===== config.mk =====
export PLATFORM = sky130hd
export DESIGN_NAME = rob_core
export DESIGN_NICKNAME = d
export VERILOG_FILES = /design/src/rtl/rob_pkg.sv /design/src/rtl/rob_ring.sv /design/src/rtl/rob_rename.sv /design/src/rtl/rob_arf.sv /design/src/rtl/rob_core.sv
export SDC_FILE = /design/constraint.sdc
export NUM_CORES = 2
export LEC_CHECK = 0
export BUFFER_PORTS_ARGS = -buffer_cell sky130_fd_sc_hd__buf_2
export CORE_ASPECT_RATIO = 1.4
export CORE_MARGIN = 1
export CORE_UTILIZATION = 35
export DETAILED_ROUTE_END_ITERATION = 8
export PLACE_DENSITY = 0.58
export SLEW_MARGIN = 20
export SYNTH_ARGS = -nofsm -noshare
export SYNTH_HDL_FRONTEND = slang
export SYNTH_SLANG_ARGS = --single-unit

===== constraint.sdc =====
create_clock -name clk_i -period 4.1 [get_ports clk_i]
set_clock_uncertainty 0.1 [all_clocks]
set_input_delay 0.82 -clock clk_i [delete_from_list [all_inputs] [get_ports clk_i]]
set_output_delay 0.82 -clock clk_i [all_outputs]
set_load 0.01 [all_outputs]

===== src/rtl/rob_pkg.sv =====
`timescale 1ns/1ps
package rob_pkg;
  typedef enum logic {
    CAUSE_EXC = 1'b0,
    CAUSE_IRQ = 1'b1
  } cause_e;
endpackage


===== src/rtl/rob_ring.sv =====
`timescale 1ns/1ps
module rob_ring #(
  parameter int DEPTH = 16,
  parameter int RW    = 4,
  parameter int XLEN  = 32,
  localparam int TW   = $clog2(DEPTH),
  localparam int CW   = TW + 1
) (
  input  logic            clk_i,
  input  logic            rst_ni,
  input  logic            alloc_i,
  input  logic [RW-1:0]   alloc_dst_i,
  input  logic            res_valid_i,
  input  logic [TW-1:0]   res_tag_i,
  input  logic [XLEN-1:0] res_data_i,
  input  logic            res_exc_i,
  input  logic            retire_i,
  input  logic            flush_i,
  input  logic [TW-1:0]   rd_tag_i,
  output logic [TW-1:0]   head_o,
  output logic [TW-1:0]   tail_o,
  output logic [CW-1:0]   cnt_o,
  output logic            head_valid_o,
  output logic            head_done_o,
  output logic            head_exc_o,
  output logic [RW-1:0]   head_dst_o,
  output logic [XLEN-1:0] head_data_o,
  output logic            rd_done_o,
  output logic [XLEN-1:0] rd_data_o
);
  logic [DEPTH-1:0] vld_q, done_q, exc_q;
  logic [RW-1:0]    dst_q  [DEPTH];
  logic [XLEN-1:0]  data_q [DEPTH];
  logic [TW-1:0]    head_q, tail_q;
  logic [CW-1:0]    cnt_q;
  logic             res_ok;

  // a result to the slot retiring this cycle is dropped
  assign res_ok = res_valid_i && vld_q[res_tag_i] && !(retire_i && res_tag_i == head_q);

  always_ff @(posedge clk_i or negedge rst_ni) begin
    if (!rst_ni) begin
      vld_q  <= '0;
      done_q <= '0;
      exc_q  <= '0;
      for (int e = 0; e < DEPTH; e++) begin
        dst_q[e]  <= '0;
        data_q[e] <= '0;
      end
    end else if (flush_i) begin
      vld_q <= '0;
    end else begin
      if (retire_i) vld_q[head_q] <= 1'b0;
      if (res_ok) begin
        done_q[res_tag_i] <= 1'b1;
        exc_q[res_tag_i]  <= res_exc_i;
        data_q[res_tag_i] <= res_data_i;
      end
      if (alloc_i) begin
        vld_q[tail_q]  <= 1'b1;
        done_q[tail_q] <= 1'b0;
        exc_q[tail_q]  <= 1'b0;
        dst_q[tail_q]  <= alloc_dst_i;
      end
    end
  end

  always_ff @(posedge clk_i or negedge rst_ni) begin
    if (!rst_ni) begin
      head_q <= '0;
      tail_q <= '0;
      cnt_q  <= '0;
    end else if (flush_i) begin
      head_q <= '0;
      tail_q <= '0;
      cnt_q  <= '0;
    end else begin
      if (retire_i) head_q <= head_q + TW'(1);
      if (alloc_i)  tail_q <= tail_q + TW'(1);
      cnt_q <= cnt_q + CW'(alloc_i) - CW'(retire_i);
    end
  end

  assign head_o       = head_q;
  assign tail_o       = tail_q;
  assign cnt_o        = cnt_q;
  assign head_valid_o = vld_q[head_q];
  assign head_done_o  = done_q[head_q];
  assign head_exc_o   = exc_q[head_q];
  assign head_dst_o   = dst_q[head_q];
  assign head_data_o  = data_q[head_q];
  assign rd_done_o    = done_q[rd_tag_i];
  assign rd_data_o    = data_q[rd_tag_i];

  p_no_overflow_r2: assert property (@(posedge clk_i) disable iff (!rst_ni)
    alloc_i |-> cnt_q < CW'(DEPTH));
  p_ptr_gap_r2: assert property (@(posedge clk_i) disable iff (!rst_ni)
    (tail_q - head_q) == cnt_q[TW-1:0]);
  p_cnt_step_r11: assert property (@(posedge clk_i) disable iff (!rst_ni)
    !$past(flush_i) |-> (cnt_q == $past(cnt_q) || cnt_q == $past(cnt_q) + CW'(1)
                         || cnt_q + CW'(1) == $past(cnt_q)));
  p_res_target_r10: assert property (@(posedge clk_i) disable iff (!rst_ni)
    (res_valid_i && !flush_i) |-> (vld_q[res_tag_i] && !done_q[res_tag_i]));
endmodule


===== src/rtl/rob_rename.sv =====
`timescale 1ns/1ps
module rob_rename #(
  parameter int NREG  = 16,
  parameter int DEPTH = 16,
  localparam int RW   = $clog2(NREG),
  localparam int TW   = $clog2(DEPTH)
) (
  input  logic          clk_i,
  input  logic          rst_ni,
  input  logic          alloc_i,
  input  logic [RW-1:0] alloc_reg_i,
  input  logic [TW-1:0] alloc_tag_i,
  input  logic          commit_i,
  input  logic [RW-1:0] commit_reg_i,
  input  logic [TW-1:0] commit_tag_i,
  input  logic          flush_i,
  input  logic [RW-1:0] rd_reg_i,
  output logic          rd_pend_o,
  output logic [TW-1:0] rd_tag_o
);
  logic [NREG-1:0] pend_q;
  logic [TW-1:0]   tag_q [NREG];

  always_ff @(posedge clk_i or negedge rst_ni) begin
    if (!rst_ni) begin
      pend_q <= '0;
      for (int r = 0; r < NREG; r++) tag_q[r] <= '0;
    end else if (flush_i) begin
      pend_q <= '0;
    end else begin
      // commit clears only if no younger writer took the register
      if (commit_i && pend_q[commit_reg_i] && tag_q[commit_reg_i] == commit_tag_i)
        pend_q[commit_reg_i] <= 1'b0;
      if (alloc_i) begin
        pend_q[alloc_reg_i] <= 1'b1;
        tag_q[alloc_reg_i]  <= alloc_tag_i;
      end
    end
  end

  assign rd_pend_o = pend_q[rd_reg_i];
  assign rd_tag_o  = tag_q[rd_reg_i];

  p_flush_clears_r9: assert property (@(posedge clk_i) disable iff (!rst_ni)
    flush_i |=> pend_q == '0);
  p_latest_tag_r5: assert property (@(posedge clk_i) disable iff (!rst_ni)
    (alloc_i && !flush_i) |=> (pend_q[$past(alloc_reg_i)] && tag_q[$past(alloc_reg_i)] == $past(alloc_tag_i)));
endmodule


===== src/rtl/rob_arf.sv =====
`timescale 1ns/1ps
module rob_arf #(
  parameter int NREG = 16,
  parameter int XLEN = 32,
  localparam int RW  = $clog2(NREG)
) (
  input  logic            clk_i,
  input  logic            rst_ni,
  input  logic            we_i,
  input  logic [RW-1:0]   waddr_i,
  input  logic [XLEN-1:0] wdata_i,
  input  logic [RW-1:0]   raddr_i,
  output logic [XLEN-1:0] rdata_o
);
  logic [XLEN-1:0] rf_q [NREG];

  always_ff @(posedge clk_i or negedge rst_ni) begin
    if (!rst_ni) begin
      for (int r = 0; r < NREG; r++) rf_q[r] <= '0;
    end else if (we_i) begin
      rf_q[waddr_i] <= wdata_i;
    end
  end

  assign rdata_o = rf_q[raddr_i];

  p_write_lands_r6: assert property (@(posedge clk_i) disable iff (!rst_ni)
    we_i |=> rf_q[$past(waddr_i)] == $past(wdata_i));
endmodule


===== src/rtl/rob_core.sv =====
`timescale 1ns/1ps
module rob_core import rob_pkg::*; #(
  parameter int DEPTH = 16,
  parameter int NREG  = 16,
  parameter int XLEN  = 32,
  parameter int PCW   = 32,
  localparam int TW   = $clog2(DEPTH),
  localparam int RW   = $clog2(NREG),
  localparam int CW   = TW + 1
) (
  input  logic            clk_i,
  input  logic            rst_ni,
  input  logic            disp_valid_i,
  input  logic [RW-1:0]   disp_dst_i,
  output logic            disp_ready_o,
  output logic [TW-1:0]   disp_tag_o,
  input  logic            res_valid_i,
  input  logic [TW-1:0]   res_tag_i,
  input  logic [XLEN-1:0] res_data_i,
  input  logic            res_exc_i,
  input  logic            irq_i,
  input  logic [PCW-1:0]  handler_pc_i,
  input  logic [RW-1:0]   src_reg_i,
  output logic            src_ready_o,
  output logic            src_pending_o,
  output logic [TW-1:0]   src_tag_o,
  output logic [XLEN-1:0] src_data_o,
  output logic            commit_valid_o,
  output logic [RW-1:0]   commit_reg_o,
  output logic [XLEN-1:0] commit_data_o,
  output logic            flush_o,
  output logic            flush_cause_o,
  output logic [PCW-1:0]  redirect_pc_o,
  output logic [CW-1:0]   count_o
);
  logic [TW-1:0]   head, tail;
  logic [CW-1:0]   cnt;
  logic            head_valid, head_done, head_exc;
  logic [RW-1:0]   head_dst;
  logic [XLEN-1:0] head_data;
  logic            rd_done;
  logic [XLEN-1:0] rd_data;
  logic            map_pend;
  logic [TW-1:0]   map_tag;
  logic [XLEN-1:0] arf_data;
  logic            retire, exc_take, irq_take, flush, commit, alloc;
  cause_e          cause;

  assign retire   = head_valid && head_done;
  assign exc_take = retire && head_exc;
  assign irq_take = retire && !head_exc && irq_i;
  assign flush    = exc_take || irq_take;
  assign commit   = retire && !head_exc;
  assign disp_ready_o = (cnt < CW'(DEPTH)) && !flush;
  assign alloc    = disp_valid_i && disp_ready_o;
  assign cause    = irq_take ? CAUSE_IRQ : CAUSE_EXC;

  rob_ring #(.DEPTH(DEPTH), .RW(RW), .XLEN(XLEN)) u_ring (
    .clk_i, .rst_ni,
    .alloc_i(alloc), .alloc_dst_i(disp_dst_i),
    .res_valid_i, .res_tag_i, .res_data_i, .res_exc_i,
    .retire_i(retire), .flush_i(flush), .rd_tag_i(map_tag),
    .head_o(head), .tail_o(tail), .cnt_o(cnt),
    .head_valid_o(head_valid), .head_done_o(head_done), .head_exc_o(head_exc),
    .head_dst_o(head_dst), .head_data_o(head_data),
    .rd_done_o(rd_done), .rd_data_o(rd_data)
  );

  rob_rename #(.NREG(NREG), .DEPTH(DEPTH)) u_map (
    .clk_i, .rst_ni,
    .alloc_i(alloc), .alloc_reg_i(disp_dst_i), .alloc_tag_i(tail),
    .commit_i(commit), .commit_reg_i(head_dst), .commit_tag_i(head),
    .flush_i(flush), .rd_reg_i(src_reg_i),
    .rd_pend_o(map_pend), .rd_tag_o(map_tag)
  );

  rob_arf #(.NREG(NREG), .XLEN(XLEN)) u_arf (
    .clk_i, .rst_ni,
    .we_i(commit), .waddr_i(head_dst), .wdata_i(head_data),
    .raddr_i(src_reg_i), .rdata_o(arf_data)
  );

  assign disp_tag_o     = tail;
  assign count_o        = cnt;
  assign src_pending_o  = map_pend;
  assign src_tag_o      = map_pend ? map_tag : '0;
  assign src_ready_o    = !map_pend || rd_done;
  assign src_data_o     = !map_pend ? arf_data : (rd_done ? rd_data : '0);
  assign commit_valid_o = commit;
  assign commit_reg_o   = commit ? head_dst : '0;
  assign commit_data_o  = commit ? head_data : '0;
  assign flush_o        = flush;
  assign flush_cause_o  = cause;
  assign redirect_pc_o  = flush ? handler_pc_i : '0;

  p_head_advances_r3: assert property (@(posedge clk_i) disable iff (!rst_ni)
    (commit_valid_o && !flush_o) |=> head == $past(head) + TW'(1));
  p_flush_empties_r7: assert property (@(posedge clk_i) disable iff (!rst_ni)
    flush_o |=> (count_o == '0 && !flush_o));
endmodule


Word level (Yosys, flattened, before mapping)

Cells that the tools add are included.

Output and inout bits: 119
Input port bits: 82
Register bits: 1229
Word-level logic and storage cells: 230

Equality and inequality tests: 2
Reduce and logical (&&, ||, !) cells: 30
Add/sub/neg operators: 4
Magnitude comparators: 24
Bitwise logic cells: 18
Multiplexer cells: 81

Operators by type and width:

| kind                  | count |
|---|---|
| $bwmux W512           | 2 |
| $bmux W32 S4          | 3 |
| $mux W32              | 12 |
| $demux W32 S4         | 2 |
| $mux W16              | 14 |
| $bwmux W64            | 2 |
| $and A16 B16 Y16      | 4 |
| $mux W4               | 14 |
| $bmux W4 S4           | 3 |
| $not A16 Y16          | 3 |
| $or A16 B16 Y16       | 3 |
| $ge A5 B5 Y1 const B  | 7 |
| $lt A4 B5 Y1 const B  | 7 |
| $not A4 Y5            | 7 |
| $demux W4 S4          | 2 |
| $bmux W1 S4           | 7 |
| $demux W1 S4          | 5 |
| $ge A4 B1 Y1 const B  | 5 |
| $logic_and A1 B1 Y1   | 20 |
| $lt A5 B1 Y1 const B  | 4 |
| $bwmux W16            | 1 |
| $mux W1               | 13 |
| $add A4 B1 Y4 const B | 2 |
| $eq A4 B4 Y1          | 2 |
| 9 further kinds       | 15 |

Logic depth before layout (Yosys ltp)

Depth in word-level cells: 15
Mapped depth: 18
Depth with buffers taken out: 14

By module

From an unflattened synthesis, not the netlist that was laid out.

Cell total of the unflattened synthesis: 3896
Area, all modules: 61446.4 um2

Modules (own cells, without submodules):

| module     | area each (um2) | instances | cells each | seq. area each (um2) |
|---|---|---|---|---|
| rob_ring   | 33089.2         | 1         | 2006       | 15940.3 |
| rob_arf    | 22774.3         | 1         | 1404       | 12812.3 |
| rob_rename | 4672.0          | 1         | 357        | 2001.9 |
| rob_core   | 910.9           | 1         | 129        | 0.0 |

Worst setup path before layout

No wires, ideal clock.

Kind: input to output
From: in src_reg_i[0]
To: out src_data_o[27]
Stages: 11
Slack: -415 ps
Required time: 3180 ps
Arrival: 3595 ps
Buffers on the path: 5
Cell sequence: buf_2 > buf_6 > mux4_2 > mux4_2 > buf_2 > buf_6 > buf_4 > mux4_2 > mux2_2 > o2111ai_1 > o21ai_0

Word-level cells in the longest chain between the ends: 10
Elaborated cells between the ends (all ways): 17
Classes of those cells: mux: 15; bitwise: 2

Ends and longest elaborated chain:

| element                                     | line                            | source |
|---|---|---|
| start, declared                             | rob_core.sv:23                  | `input logic [RW-1:0] src_reg_i,` |
| $not A4 Y5 (implied by the code)            | rob_rename.sv:42, rob_arf.sv:25 |  |
| $bmux W4 S4                                 | rob_rename.sv:42                | `assign rd_tag_o = tag_q[rd_reg_i];` |
| $mux W4 (implied by the code) (2 in a row)  | rob_rename.sv:42                |  |
| $not A4 Y5 (implied by the code)            | rob_ring.sv:93                  | `assign rd_data_o = data_q[rd_tag_i];` |
| $bmux W32 S4                                | rob_ring.sv:93                  |  |
| $mux W32 (implied by the code) (2 in a row) | rob_ring.sv:93                  |  |
| $mux W32                                    | rob_core.sv:88                  | `assign src_data_o = !map_pend ? arf_data : (rd_done ? rd_data : '0);` |
| $mux W32 *                                  | rob_core.sv:88                  |  |
| end, declared                               | rob_core.sv:27                  | `output logic [XLEN-1:0] src_data_o,` |

Mark *: on every way between the ends. The rest lies on a longest branch, timed or not. The select of a mux whose other input is x is not followed.

Final worst setup path

From: reg u_map.tag_q[52] (netlist name)
To: out src_data_o[22]

Word-level cells in the longest chain between the ends: 9
Elaborated cells between the ends (all ways): 11
Classes of those cells: mux: 10; bitwise: 1

Ends and longest elaborated chain:

| element                                      | line             | source |
|---|---|---|
| start, declared                              | rob_rename.sv:22 | `logic [TW-1:0] tag_q [NREG];` |
| start signal, assigned by index              | rob_rename.sv:36 | `tag_q[alloc_reg_i] <= alloc_tag_i;` |
| $bmux W4 S4 *                                | rob_rename.sv:42 |  |
| $mux W4 (implied by the code) * (2 in a row) | rob_rename.sv:42 |  |
| $not A4 Y5 (implied by the code)             | rob_ring.sv:93   |  |
| $bmux W32 S4                                 | rob_ring.sv:93   |  |
| $mux W32 (implied by the code) (2 in a row)  | rob_ring.sv:93   |  |
| $mux W32 * (2 in a row)                      | rob_core.sv:88   |  |

Marked as above.

==> qor.csv <==
metric,value,unit
DRT Wirelength,190,mm
synthesized flop and latch total,1229,
status,finished with violations,
vias per inst,5.64,
layer carrying the most global-route usage,met2,
starting density of the core,0.353,
Initial DRC Count,2670,
wire per inst,27.8,um
kind of critical path,register to output pin,
Hold Crit Class,register to register,
unrepaired setup endpoints after global routing,true,
largest net degree at the start of global routing,146,
Final HPWL DP,115,mm
nets,4546,
die area,179000,um2
most instantiated library cell after synthesis,dfrtp_1,
die height,500,um
Setup TNS,-41.71,ns
Synth-to-Final Area Change,21.3,%
root buf cell,clkbuf_16,
Worst-Margin Slew,1.04,ns
IO buf count,200,
crit path cell chain,"mux4_2, mux4_4, buf_12, mux4_2, nor2b_4, a211oi_2, a21oi_4, buf_12, buf_12, buf_6, o2111ai_2, o21ai_1, buf_2",
final worst-path cycle share,1.26,
most used cell along the critical path,buf_12,
initial antenna violation count,19,
CTS tree,built,
Mapped Cells,4083,
"Slew Viols, Final",0,
first-pass GRT wire length,281,mm
Startpoint Class,register,
post-synth top area cell,dfrtp_1,
Min Hold Slack,0.373,ns
drt drc,0,
met3 usage,0.0331,
clk buf depth,3,
"Req. time, crit path",3.18,ns
Final Worst Setup Slack,-1.06,ns
latest clock arrival within the worst-skew pair,0.78,ns
io pins,201,
CTS Buf Count,118,
Post-synth EDFFs,0,
DR vias,38629,
GRT overflow,0,
number of global-route vias before repair,41230,
slowest CP cell,mux4_4,
synth warn,0,
router iterations before antenna repair,5,
"Buf+Inv Stages, Crit Path",5,
Critical Path Sink Type,output pin,
total track usage,0.212,
failing checks,negative setup slack,
"Async S/R FF share, synth",1.00,
most common flop cell mapped by yosys,dfrtp_1,
Detail Route Antenna Nets,0,
GPL Wtd Cong,0.841,
# fillers,15788,
Syn Area/Cell,15.2,um2
Max Clk Rate,194,MHz
synth cell count leaders,"dfrtp_1, mux2_2, mux4_2",
Synth top area share,0.496,
total nets after synthesis,4179,
clk slew on worst S/H paths,0.07,ns
Slew headroom,0.306,
Worst Path Arrival,4.24,ns
CP top delay family,multiplexers,
Max H-tree Level,3,
Tmin final,5.16,ns
Die W,358,um
Cell variety after synth,78,
MaxCap Viol Count,0,
worst vdd ir,309,uV
Mapped Area,62100,um2
Cell Rows,182,
CP max FO,7,
Max stage delay on crit path,0.75,ns
pwr/cell area,322,nW/um2
CTS Sinks,1229,
Final Hold Fails,0,
setup violators final,104,
layout cells sized above 1,0.585,
core area,176000,um2
GRT met2 Usage,0.354,
GR Layer Usage met1,0.279,
synth top area cells,"dfrtp_1, mux2_2, mux4_2",
Lkg Pwr,34.9,nW
"Seq/Total Area, Yosys",0.496,
==> metrics by stage <==
step	worst slack [ns]	power (mW)	std cells	area (um2)	utilization
after floorplan	-0.225	12.6	4083	62200	-
after global placement	-1.03	13.1	6510	67800	0.386
after detailed placement	-1.06	13.1	6510	67800	0.386
after CTS	-1.10	24.5	6797	74200	0.422
after global routing	-1.13	25.0	6849	75200	0.428
final	-1.06	24.2	6851	75300	0.428
==> state kept, by name, summed over array words and instances, names as in the netlist <==
signal         count
u_map.tag_q       64
u_ring.cnt_o       5
u_arf.rf_q       512
u_ring.done_q     16
u_ring.vld_q      16
u_ring.dst_q      64
u_ring.tail_o      4
u_map.pend_q      16
u_ring.exc_q      16
u_ring.head_o      4
u_ring.data_q    512
==> metal layers <==
layer  vias to the layer above  wire length, um
li1                      16186                -
met1                     20997            79500
met2                      1102            95300
met3                       326             9330
met4                        18             6070
met5                         -               87
==> cell usage in the layout, fill, tap and decap left out, drive strengths merged, types with 16 or more instances in the layout <==
master   Yosys  final
a21oi       46     46
and2        73     73
buf        184    591
clkbuf     180    185
clkinv       1     27
dfrtp     1229   1229
inv         55     60
mux2      1171   1171
mux2i       92     92
mux4       501    501
nand2      174    174
nand3       46     46
nor2        65     65
nor4        16     16
o2111ai     33     33
o21ai       69     69
==> what timing repair did <==
action                                  4_1_cts  5_1_grt
cloned                                       22       18
endpoints found under the setup margin      111      144
pin swaps                                    36       14
setup buffers                                49       37
hold buffers                                  1        0
gates resized for setup                     297       89
hold endpoints to repair                     27        0
==> path summary, 6_finish.rpt <==
path                                  start                  to  slack [ns]  cells after the start
setup / recovery            u_map.tag_q[52]      src_data_o[22]       -1.06                     13
hold / removal              u_ring.dst_q[6]     u_ring.dst_q[6]        0.37                      2
setup reg to reg           u_ring.head_o[0]       u_arf.rf_q[9]        0.05                     12
hold reg to reg             u_ring.dst_q[6]     u_ring.dst_q[6]        0.37                      2
max in group asynchronous            rst_ni  u_ring.data_q[303]        2.23                      4
min in group asynchronous            rst_ni  u_ring.data_q[146]        0.49                      2
==> logic make-up (layout without fill, tap and decap cells) <==
kind of cell	count (synthesis)	count (layout)	share of synthesized area
flops	1229	1229	0.496
buf+inv	420	882	0.0305
fa+ha+maj	14	14	0.00294
other cells	0	5	0
mux	1764	1764	0.411
compound gates	218	219	0.0238
xor+xnor	13	13	0.00183
simple gates	425	425	0.0344
==> layout make-up <==
type	count	area, um2	area share
inverters	56	230	0.00306
flip-flops and latches	1229	30800	0.409
diodes	5	12.5	0.000166
clock buffers	171	3390	0.0451
clock inverters	45	576	0.00765
multi-input cells	2435	30500	0.405
repair buffers	610	6900	0.0917
well taps	2300	2880	0.0382
==> worst reg2reg max path: stages, from the launching register on <==
cell     delay (ns)
dfrtp_4        0.55
buf_6          0.14
buf_12         0.12
buf_12         0.13
nor2b_1        0.08
a22o_1         0.25
nor3_4         0.39
a31oi_4        0.15
buf_4          0.24
nor2_1         0.77
nand3_4        0.41
buf_12         0.30
mux2_2         0.28
==> report_power, final <==
part	total (mW)	internal, mW	switching, mW
Sequential	12.1	12.1	0.00621
Clock	11.3	6.33	5.01
Combinational	0.767	0.218	0.549
Power figures use the tool's default switching activity.
